**src/rtl/page_xlat_pkg.sv**
```systemverilog
package page_xlat_pkg;
    // Space code that selects full-width addressing; every other code is narrow.
    localparam logic [1:0] SP_WIDE = 2'b01;

    function automatic logic sp_is_wide(logic [1:0] sp);
        return sp == SP_WIDE;
    endfunction
endpackage

```
**src/rtl/page_xlat_table.sv**
```systemverilog
module page_xlat_table #(
    parameter int OFFS_W = 20,
    parameter int IDX_W  = 4,
    parameter int OUT_W  = 64,
    localparam int DEPTH = 1 << IDX_W,
    localparam int LO_W  = 32 - OFFS_W,
    localparam int HI_W  = OUT_W - 32
) (
    input  logic              clk,
    input  logic              rst,
    input  logic              cfg_wr,
    input  logic              cfg_rd,
    input  logic [IDX_W:0]    cfg_addr,
    input  logic [31:0]       cfg_wdata,
    output logic [31:0]       cfg_rdata,
    input  logic [IDX_W-1:0]  rd_idx,
    output logic [LO_W-1:0]   rd_lo,
    output logic [HI_W-1:0]   rd_hi,
    output logic [1:0]        rd_sp
);
    typedef struct packed {
        logic [LO_W-1:0] lo;
        logic [HI_W-1:0] hi;
        logic [1:0]      sp;
    } row_t;

    typedef struct packed {
        row_t [DEPTH-1:0] rows;
        logic [31:0]      rdata;
    } tbl_state_t;

    tbl_state_t st_d, st_q;

    logic [IDX_W-1:0] cfg_row;
    logic             cfg_high;
    logic             unused_wd;

    assign cfg_row   = cfg_addr[IDX_W:1];
    assign cfg_high  = cfg_addr[0];
    assign unused_wd = ^cfg_wdata[OFFS_W-1:2];

    always_comb begin
        st_d = st_q;
        if (cfg_wr) begin
            if (cfg_high) begin
                st_d.rows[cfg_row].hi = cfg_wdata[HI_W-1:0];
            end else begin
                st_d.rows[cfg_row].lo = cfg_wdata[31:OFFS_W];
                st_d.rows[cfg_row].sp = cfg_wdata[1:0];
            end
        end
        if (cfg_rd) begin
            if (cfg_high) begin
                st_d.rdata = 32'(st_q.rows[cfg_row].hi);
            end else begin
                st_d.rdata = {st_q.rows[cfg_row].lo, {(OFFS_W-2){1'b0}},
                              st_q.rows[cfg_row].sp};
            end
        end
    end

    always_ff @(posedge clk) begin
        if (rst) st_q <= '0;
        else     st_q <= st_d;
    end

    assign cfg_rdata = st_q.rdata;
    assign rd_lo     = st_q.rows[rd_idx].lo;
    assign rd_hi     = st_q.rows[rd_idx].hi;
    assign rd_sp     = st_q.rows[rd_idx].sp;

    AST_RDATA_HOLD: assert property (@(posedge clk) disable iff (rst)
        !cfg_rd |=> $stable(cfg_rdata));
endmodule

```
**src/rtl/page_xlat_pipe.sv**
```systemverilog
module page_xlat_pipe
    import page_xlat_pkg::*;
#(
    parameter int OFFS_W = 20,
    parameter int OUT_W  = 64,
    localparam int LO_W  = 32 - OFFS_W,
    localparam int HI_W  = OUT_W - 32
) (
    input  logic              clk,
    input  logic              rst,
    input  logic              in_valid,
    input  logic [OFFS_W-1:0] in_off,
    input  logic [LO_W-1:0]   row_lo,
    input  logic [HI_W-1:0]   row_hi,
    input  logic [1:0]        row_sp,
    output logic              out_valid,
    output logic [OUT_W-1:0]  out_addr,
    output logic              out_is64
);
    typedef struct packed {
        logic              vld;
        logic [OFFS_W-1:0] off;
        logic [LO_W-1:0]   lo;
        logic [HI_W-1:0]   hi;
        logic [1:0]        sp;
    } pipe_state_t;

    pipe_state_t st_d, st_q;
    logic        wide;

    always_comb begin
        st_d     = st_q;
        st_d.vld = in_valid;
        if (in_valid) begin
            st_d.off = in_off;
            st_d.lo  = row_lo;
            st_d.hi  = row_hi;
            st_d.sp  = row_sp;
        end
    end

    always_ff @(posedge clk) begin
        if (rst) st_q <= '0;
        else     st_q <= st_d;
    end

    assign wide      = sp_is_wide(st_q.sp);
    assign out_valid = st_q.vld;
    assign out_is64  = wide;
    assign out_addr  = {(wide ? st_q.hi : {HI_W{1'b0}}), st_q.lo, st_q.off};

    AST_VALID_NEXT: assert property (@(posedge clk) disable iff (rst)
        in_valid |=> out_valid);
    AST_IDLE_NEXT: assert property (@(posedge clk) disable iff (rst)
        !in_valid |=> !out_valid);
    AST_OFFSET_PASS: assert property (@(posedge clk) disable iff (rst)
        in_valid |=> out_addr[OFFS_W-1:0] == $past(in_off));
    AST_NARROW_UPPER: assert property (@(posedge clk) disable iff (rst)
        (out_valid && !out_is64) |-> out_addr[OUT_W-1:32] == '0);
endmodule

```
**src/rtl/page_xlat.sv**
```systemverilog
module page_xlat #(
    parameter int ADDR_W = 32,
    parameter int OFFS_W = 20,
    parameter int IDX_W  = 4,
    parameter int OUT_W  = 64,
    localparam int TOP_B = OFFS_W + IDX_W,
    localparam int LO_W  = 32 - OFFS_W,
    localparam int HI_W  = OUT_W - 32
) (
    input  logic              clk,
    input  logic              rst,
    input  logic              in_valid,
    input  logic [ADDR_W-1:0] in_addr,
    output logic              out_valid,
    output logic [OUT_W-1:0]  out_addr,
    output logic              out_is64,
    input  logic              cfg_wr,
    input  logic              cfg_rd,
    input  logic [IDX_W:0]    cfg_addr,
    input  logic [31:0]       cfg_wdata,
    output logic [31:0]       cfg_rdata
);
    logic [LO_W-1:0] row_lo;
    logic [HI_W-1:0] row_hi;
    logic [1:0]      row_sp;
    logic            unused_sel;

    // Bits above the page index belong to interconnect slave selection.
    assign unused_sel = ^in_addr[ADDR_W-1:TOP_B];

    page_xlat_table #(.OFFS_W(OFFS_W), .IDX_W(IDX_W), .OUT_W(OUT_W)) u_table (
        .clk       (clk),
        .rst       (rst),
        .cfg_wr    (cfg_wr),
        .cfg_rd    (cfg_rd),
        .cfg_addr  (cfg_addr),
        .cfg_wdata (cfg_wdata),
        .cfg_rdata (cfg_rdata),
        .rd_idx    (in_addr[TOP_B-1:OFFS_W]),
        .rd_lo     (row_lo),
        .rd_hi     (row_hi),
        .rd_sp     (row_sp)
    );

    page_xlat_pipe #(.OFFS_W(OFFS_W), .OUT_W(OUT_W)) u_pipe (
        .clk       (clk),
        .rst       (rst),
        .in_valid  (in_valid),
        .in_off    (in_addr[OFFS_W-1:0]),
        .row_lo    (row_lo),
        .row_hi    (row_hi),
        .row_sp    (row_sp),
        .out_valid (out_valid),
        .out_addr  (out_addr),
        .out_is64  (out_is64)
    );

    AST_WIDE_UPPER_SRC: assert property (@(posedge clk) disable iff (rst)
        (in_valid && row_sp == 2'b01) |=> (out_is64 && out_addr[OUT_W-1:32] == $past(row_hi)));
endmodule

```
**config.mk**
```make
export PLATFORM = sky130hd
export DESIGN_NAME = page_xlat
export DESIGN_NICKNAME = d
export VERILOG_FILES = /design/src/rtl/page_xlat_pkg.sv /design/src/rtl/page_xlat_table.sv /design/src/rtl/page_xlat_pipe.sv /design/src/rtl/page_xlat.sv
export SDC_FILE = /design/constraint.sdc
export NUM_CORES = 2
export LEC_CHECK = 0
export ABC_AREA = 1
export BUFFER_PORTS_ARGS = -buffer_cell sky130_fd_sc_hd__buf_4
export CAP_MARGIN = 10
export CORE_AREA = 2 2 296 298
export DETAILED_ROUTE_END_ITERATION = 10
export DIE_AREA = 0 0 298 300
export GPL_ROUTABILITY_DRIVEN = 0
export PLACE_DENSITY_LB_ADDON = 0.05
export SYNTH_ARGS = -nofsm -noshare
export SYNTH_HDL_FRONTEND = slang
export SYNTH_SLANG_ARGS = --single-unit
```
**constraint.sdc**
```tcl
create_clock -name clk -period 3.5 [get_ports clk]
set_input_delay 0.35 -clock clk [delete_from_list [all_inputs] [get_ports clk]]
set_output_delay 0.35 -clock clk [all_outputs]
set_load 0.02 [all_outputs]
```
# Word level (Yosys, flattened, before mapping)
# Cells that the tools add are included.
word_totals:
  inputBits: 74
  wordCells: 75
  regBits: 835
op_classes:
  mux: 16
  order_cmp: 3
  eq_ne: 1
  reduce_logical: 1
ops:
  columns: ["cell", "n"]
  rows:
  - ["bitwise mux 736 bit", 3]
  - ["2-to-1 mux 736 bit", 1]
  - ["demux 46 bit (select 4 bit)", 3]
  - ["binary-select mux 46 bit (select 4 bit)", 2]
  - ["2-to-1 mux 46 bit", 3]
  - ["2-to-1 mux 32 bit", 2]
  - ["2-to-1 mux 34 bit", 1]
  - ["less-than comparator 4 x 5 -> 1 bit (second input constant)", 2]
  - ["greater-or-equal comparator 4 x 1 -> 1 bit (second input constant)", 1]
  - ["equality test 2 x 1 -> 1 bit (second input constant)", 1]
  - ["2-to-1 mux 2 bit", 1]
  - ["logical AND 1 bit", 1]

# Logic depth before layout (Yosys ltp)
depth:
  ltp_word: 7
  mapped_depth: 14
  mapped_depth_nobuf: 11

# Hierarchy
# Synthesis repeated with hierarchy kept, for this count alone.
unflattened:
  hier_cells: 6903
  area_unflattened_um2: 43431.7
by_module_without_submodules:
  columns: ["mod", "area_each_um2", "n_inst", "cells_per_inst"]
  rows:
  - ["page_xlat_table", 40178.5, 1, 6379]
  - ["page_xlat_pipe", 3253.1, 1, 524]

# Least setup slack after synthesis
# No wires, ideal clock.
synth_timing:
  path_type: "register -> output"
  from: "register u_pipe.st_q[0] in the netlist's numbering"
  to: "output out_addr[33]"
  n_path_buf: 1
  slack_ps: 1839
  path_stages_with_launch: 6
  t_arrival_ps: 1311
  cell_sequence: "dfxtp_1 -> inv_1 -> nor2_1 -> inv_1 -> clkbuf_1 -> nor2_1"
synth_between:
  elab_chain_len: 2
synth_lines:
  columns: ["element", "line", "rtl"]
  rows:
  - ["start: declaration", "page_xlat_pipe.sv:28", "pipe_state_t st_d, st_q;"]
  - ["start signal: assignment", "page_xlat_pipe.sv:44", "else st_q <= st_d;"]
  - ["equality test 2 x 1 -> 1 bit", "page_xlat_pkg.sv:6", "return sp == SP_WIDE;"]
  - ["via out_is64", "page_xlat.sv:16", "output logic out_is64,"]
  - ["2-to-1 mux 32 bit", "page_xlat_pipe.sv:50", "assign out_addr = {(wide ? st_q.hi : {HI_W{1'b0}}), st_q.lo, st_q.off};"]
  - ["end: declaration", "page_xlat.sv:15", "output logic [OUT_W-1:0] out_addr,"]
# The timed path passes the listed nets, and every way through them passes these cells.

# Worst setup path after layout
layout_timing:
  from: "register u_pipe.st_q[0] in the netlist's numbering"
  to: "output out_addr[35]"
layout_between:
  elab_chain_len: 2
layout_lines:
  columns: ["element", "line"]
  rows:
  - ["equality test 2 x 1 -> 1 bit", "page_xlat_pkg.sv:6"]
  - ["2-to-1 mux 32 bit", "page_xlat_pipe.sv:50"]
# No other way between the ends.

==> metrics.md <==
| Metric | Value |
|---|---|
| Core area | about 86000 µm² |
| Crit path depth | 5 |
| Setup tns final | 0 ns |
| Register-to-Register Path Depth | 10 |
| Fin nets | 6636 |
| Initial Utilization | 50.44% |
| Worst-Skew Late Latency | just under 0.7 ns |
| Routed wire length | 158500 µm |
| Die Y | 300 µm |
| Final HPWL DP | 88560 µm |
| DRT iter0 DRCs | 4451 |
| Flop-to-flop setup slack | around 1.8 ns |
| Post-Synthesis Cell Area | between 40000 and 50000 µm² |
| Vias in the first global route | 38970 |
| Skew final | 0.02087 ns |
| Critical path data arrival time | 2.28 ns |
| Row cnt | 108 |
| Cell-internal power | 16.47 mW |
| Power Density | approximately 470 nW/µm² |
| DRT Pass-1 Iters | 8 |
| Area grow syn2layout | 9.898% |
| Async S/R FF share, synth | 0% |
| Clock share of power | 46.4% |
| Die footprint | 89400 µm² |
| Overflow after GRT | 0 |
| H-Tree Depth | 3 |
| # IOs | between 150 and 200 |
| CTS clk-pin slew, worst paths | 0.06 ns |
| Total GRT Usage | ~34% |
| Kind of critical path | reg -> out |
| Switch Pwr | 6.059 mW |
| Number of synthesized register bits | 835 |
| Power Total | 22.53 mW |
| Critical Path RT | ~3.2 ns |
| Post-CTS resize count | 0 |
| Final Cell Area | 47790 µm² |
| Final Slew Violations | 0 |
| Hold Crit Class | in -> reg |
| Relative max-transition margin | 21.12% |
| DRC viols | 0 |
| Routed length per placed instance | 20.33 µm |
| Share of cells above drive strength 1 | 6.989% |
| Sw frac | 26.90% |
| Delay-heaviest family, CP | buffers and inverters |
| Hold buffer count at CTS | 20 |
| Crit Reg-Reg Startpoint | u_table.st_q[653]$_SDFFE_PP0P_ |
| Buffers on Ports | 163 |
| CP max FO | 32 |
| Synth Flop Type | dfxtp_1 |
| VDD IR max | 0.3864 mV |
| Period utilization | 75.13% |
| Seq/Total Area, Yosys | 38.44% |
| CP max stage cell | inv_1 |
| Cts bufs inserted | 96 |
| End of the worst register-to-register path | u_table.cfg_rdata[21]$_SDFFE_PP0P_ |
| Leak Pwr | 18.91 nW |
| Final setup viols | 0 |
| EDFF count, synth | 0 |
| Part of the power in registers | 43.3% |
| End point of the critical path | out_addr[35] |
| TritonCTS Sinks | approximately 840 |
| Crit path capture type | output pin |
| Critical Path Source Type | register |
| Synth Area per Inst | ~6.4 µm² |
| Worst-Margin Slew | 1.180 ns |
| Initial antenna violation count | 4 |
| Tmin final | 2.630 ns |
| Cell variety after synth | 27 |
| Clk root buf | clkbuf_16 |
| Vias per cell | ~5.6 |
| Largest net degree at the start of global routing | between 150 and 200 |
| Clk buf depth | 3 |
| Chip width | 298 µm |
| Post-route antenna net violation count | 0 |
| Placed inst area | roughly 44000 µm² |
| Bufs and invs on worst path | 3 |
| Worst Setup SP | u_pipe.st_q[0]$_SDFFE_PP0P_ |
| Unrepaired setup endpoints after global routing | false |
| Final hold vios | 0 |
| Postcts setup bufs | 0 |
| Max Clock Freq | 0.3803 GHz |
| Outcome | complete, no violations |
| Max-cap check violation count | 0 |
| CTS tree | built |
| Net count after synthesis | 6902 |
| Max incr delay on CP | 0.50 ns |
| Crit path cell chain | inv_1 > nor2_1 > inv_1 > nor2_1 > buf_4 |
| Vias | 43280 |
| Synth Warn # | 0 |
| First-pass GRT wire length | 238400 µm |
| Post-synthesis cell count | 6828 |
| Logic pwr share | between 10% and 20% |
logic make-up after synthesis:
family          Yosys count  synth area share, %
compound gates         2430                28.38
buf+inv                1396                13.53
flops                   835                38.44
simple gates           2167                19.65
cells in the mapped netlist, types with 14 or more instances:
library cell / instances / area (µm²)
nand2_1: 1503 / 5642
o21ai_0: 1185 / 5931
a21oi_1: 1059 / 5300
dfxtp_1: 835 / 16720
inv_1: 738 / 2770
nor2_1: 437 / 1640
clkbuf_1: 395 / 1483
nand3_1: 157 / 785.8
o21ai_1: 118 / 590.6
buf_2: 112 / 560.5
buf_4: 76 / 570.6
o211ai_1: 59 / 442.9
nand4_1: 50 / 312.8
buf_1: 29 / 108.9
buf_6: 22 / 247.7
inv_2: 14 / 52.55
through the flow:
stage	util [%]	hold slack, ns	cells	setup WS, ns
6_report	55.43	0.05562	7795	0.8705
2_1_floorplan	-	0.4337	6828	1.839
4_1_cts	55.43	0.03115	7794	0.8011
3_5_place_dp	51.40	0.4471	7599	0.7108
3_3_place_gp	51.40	0.4448	7599	0.7465
5_1_grt	55.43	0.04837	7795	0.6789
power by group through the flow:
stage          clock network, mW  logic [mW]  registers [mW]
3_5_place_dp                   0        2.25            9.97
3_3_place_gp                   0        2.24            9.97
4_1_cts                     10.6        2.28            9.76
2_1_floorplan                  0        1.48            9.95
5_1_grt                     11.0        2.51            9.78
6_report                    10.5        2.31            9.76
worst min-delay path: stages:
cell and delay (ns):
buf_4 0.17, nor2_1 0.11, nor2_1 0.05
sequential cells by signal, indices dropped and copies added (netlist names):
register and flops:
u_table.cfg_rdata 32, u_table.st_q 736, u_pipe.st_q 34, u_pipe.out_valid 1, u_pipe.out_addr 32
area by class of cell:
type                    instances  area (µm²)
repair buffers                277        2561
fillers                      8632       38420
well taps                    1155        1445
clock buffers                 141        2873
flip-flops and latches        835       16720
inverters                     755        2867
multi-input cells            4597       20930
clock inverters                34       400.4
diodes                          1       2.502
layout by cell type (no fill, tap or decap), types with 2 or more instances in the layout:
| cell type | n |
|---|---|
| nand2_1 | 1494 |
| o21ai_0 | 1185 |
| a21oi_1 | 1059 |
| dfxtp_1 | 835 |
| inv_1 | 737 |
| nor2_1 | 435 |
| buf_4 | 221 |
| nand3_1 | 157 |
| o21ai_1 | 118 |
| clkbuf_16 | 97 |
| o211ai_1 | 59 |
| nand4_1 | 50 |
| buf_12 | 33 |
| clkbuf_8 | 28 |
| clkinv_2 | 20 |
| dlygate4sd3_1 | 20 |
| nand2_2 | 17 |
| clkbuf_1 | 16 |
| inv_2 | 10 |
| o221ai_1 | 9 |
| bufinv_16 | 7 |
| nor2_2 | 6 |
| nor2_4 | 5 |
| inv_4 | 4 |
| clkinv_8 | 4 |
| inv_8 | 3 |
| nand2_4 | 2 |
| inv_6 | 2 |
| buf_8 | 2 |
routing by layer:
layer,share of wire (%),global-route usage [%]
met3,6.7,3.367
met2,46,57.10
met1,41,43.62
met5,0,0
met4,5.6,19.16
how the worst min path moves through the flow:
stage / start / end / depth (start not counted)
6_report: cfg_wdata[2] / u_table.st_q[726]$_SDFFE_PP0P_ / 3
3_5_place_dp: u_table.st_q[633]$_SDFFE_PP0P_ / u_table.st_q[633]$_SDFFE_PP0P_ / 2
3_3_place_gp: u_table.st_q[484]$_SDFFE_PP0P_ / u_table.st_q[484]$_SDFFE_PP0P_ / 2
2_1_floorplan: u_table.st_q[634]$_SDFFE_PP0P_ / u_table.st_q[634]$_SDFFE_PP0P_ / 2
5_1_grt: cfg_wdata[2] / u_table.st_q[726]$_SDFFE_PP0P_ / 3
4_1_cts: cfg_wdata[2] / u_table.st_q[726]$_SDFFE_PP0P_ / 3
Note: power is estimated with default switching activity, not from simulation.
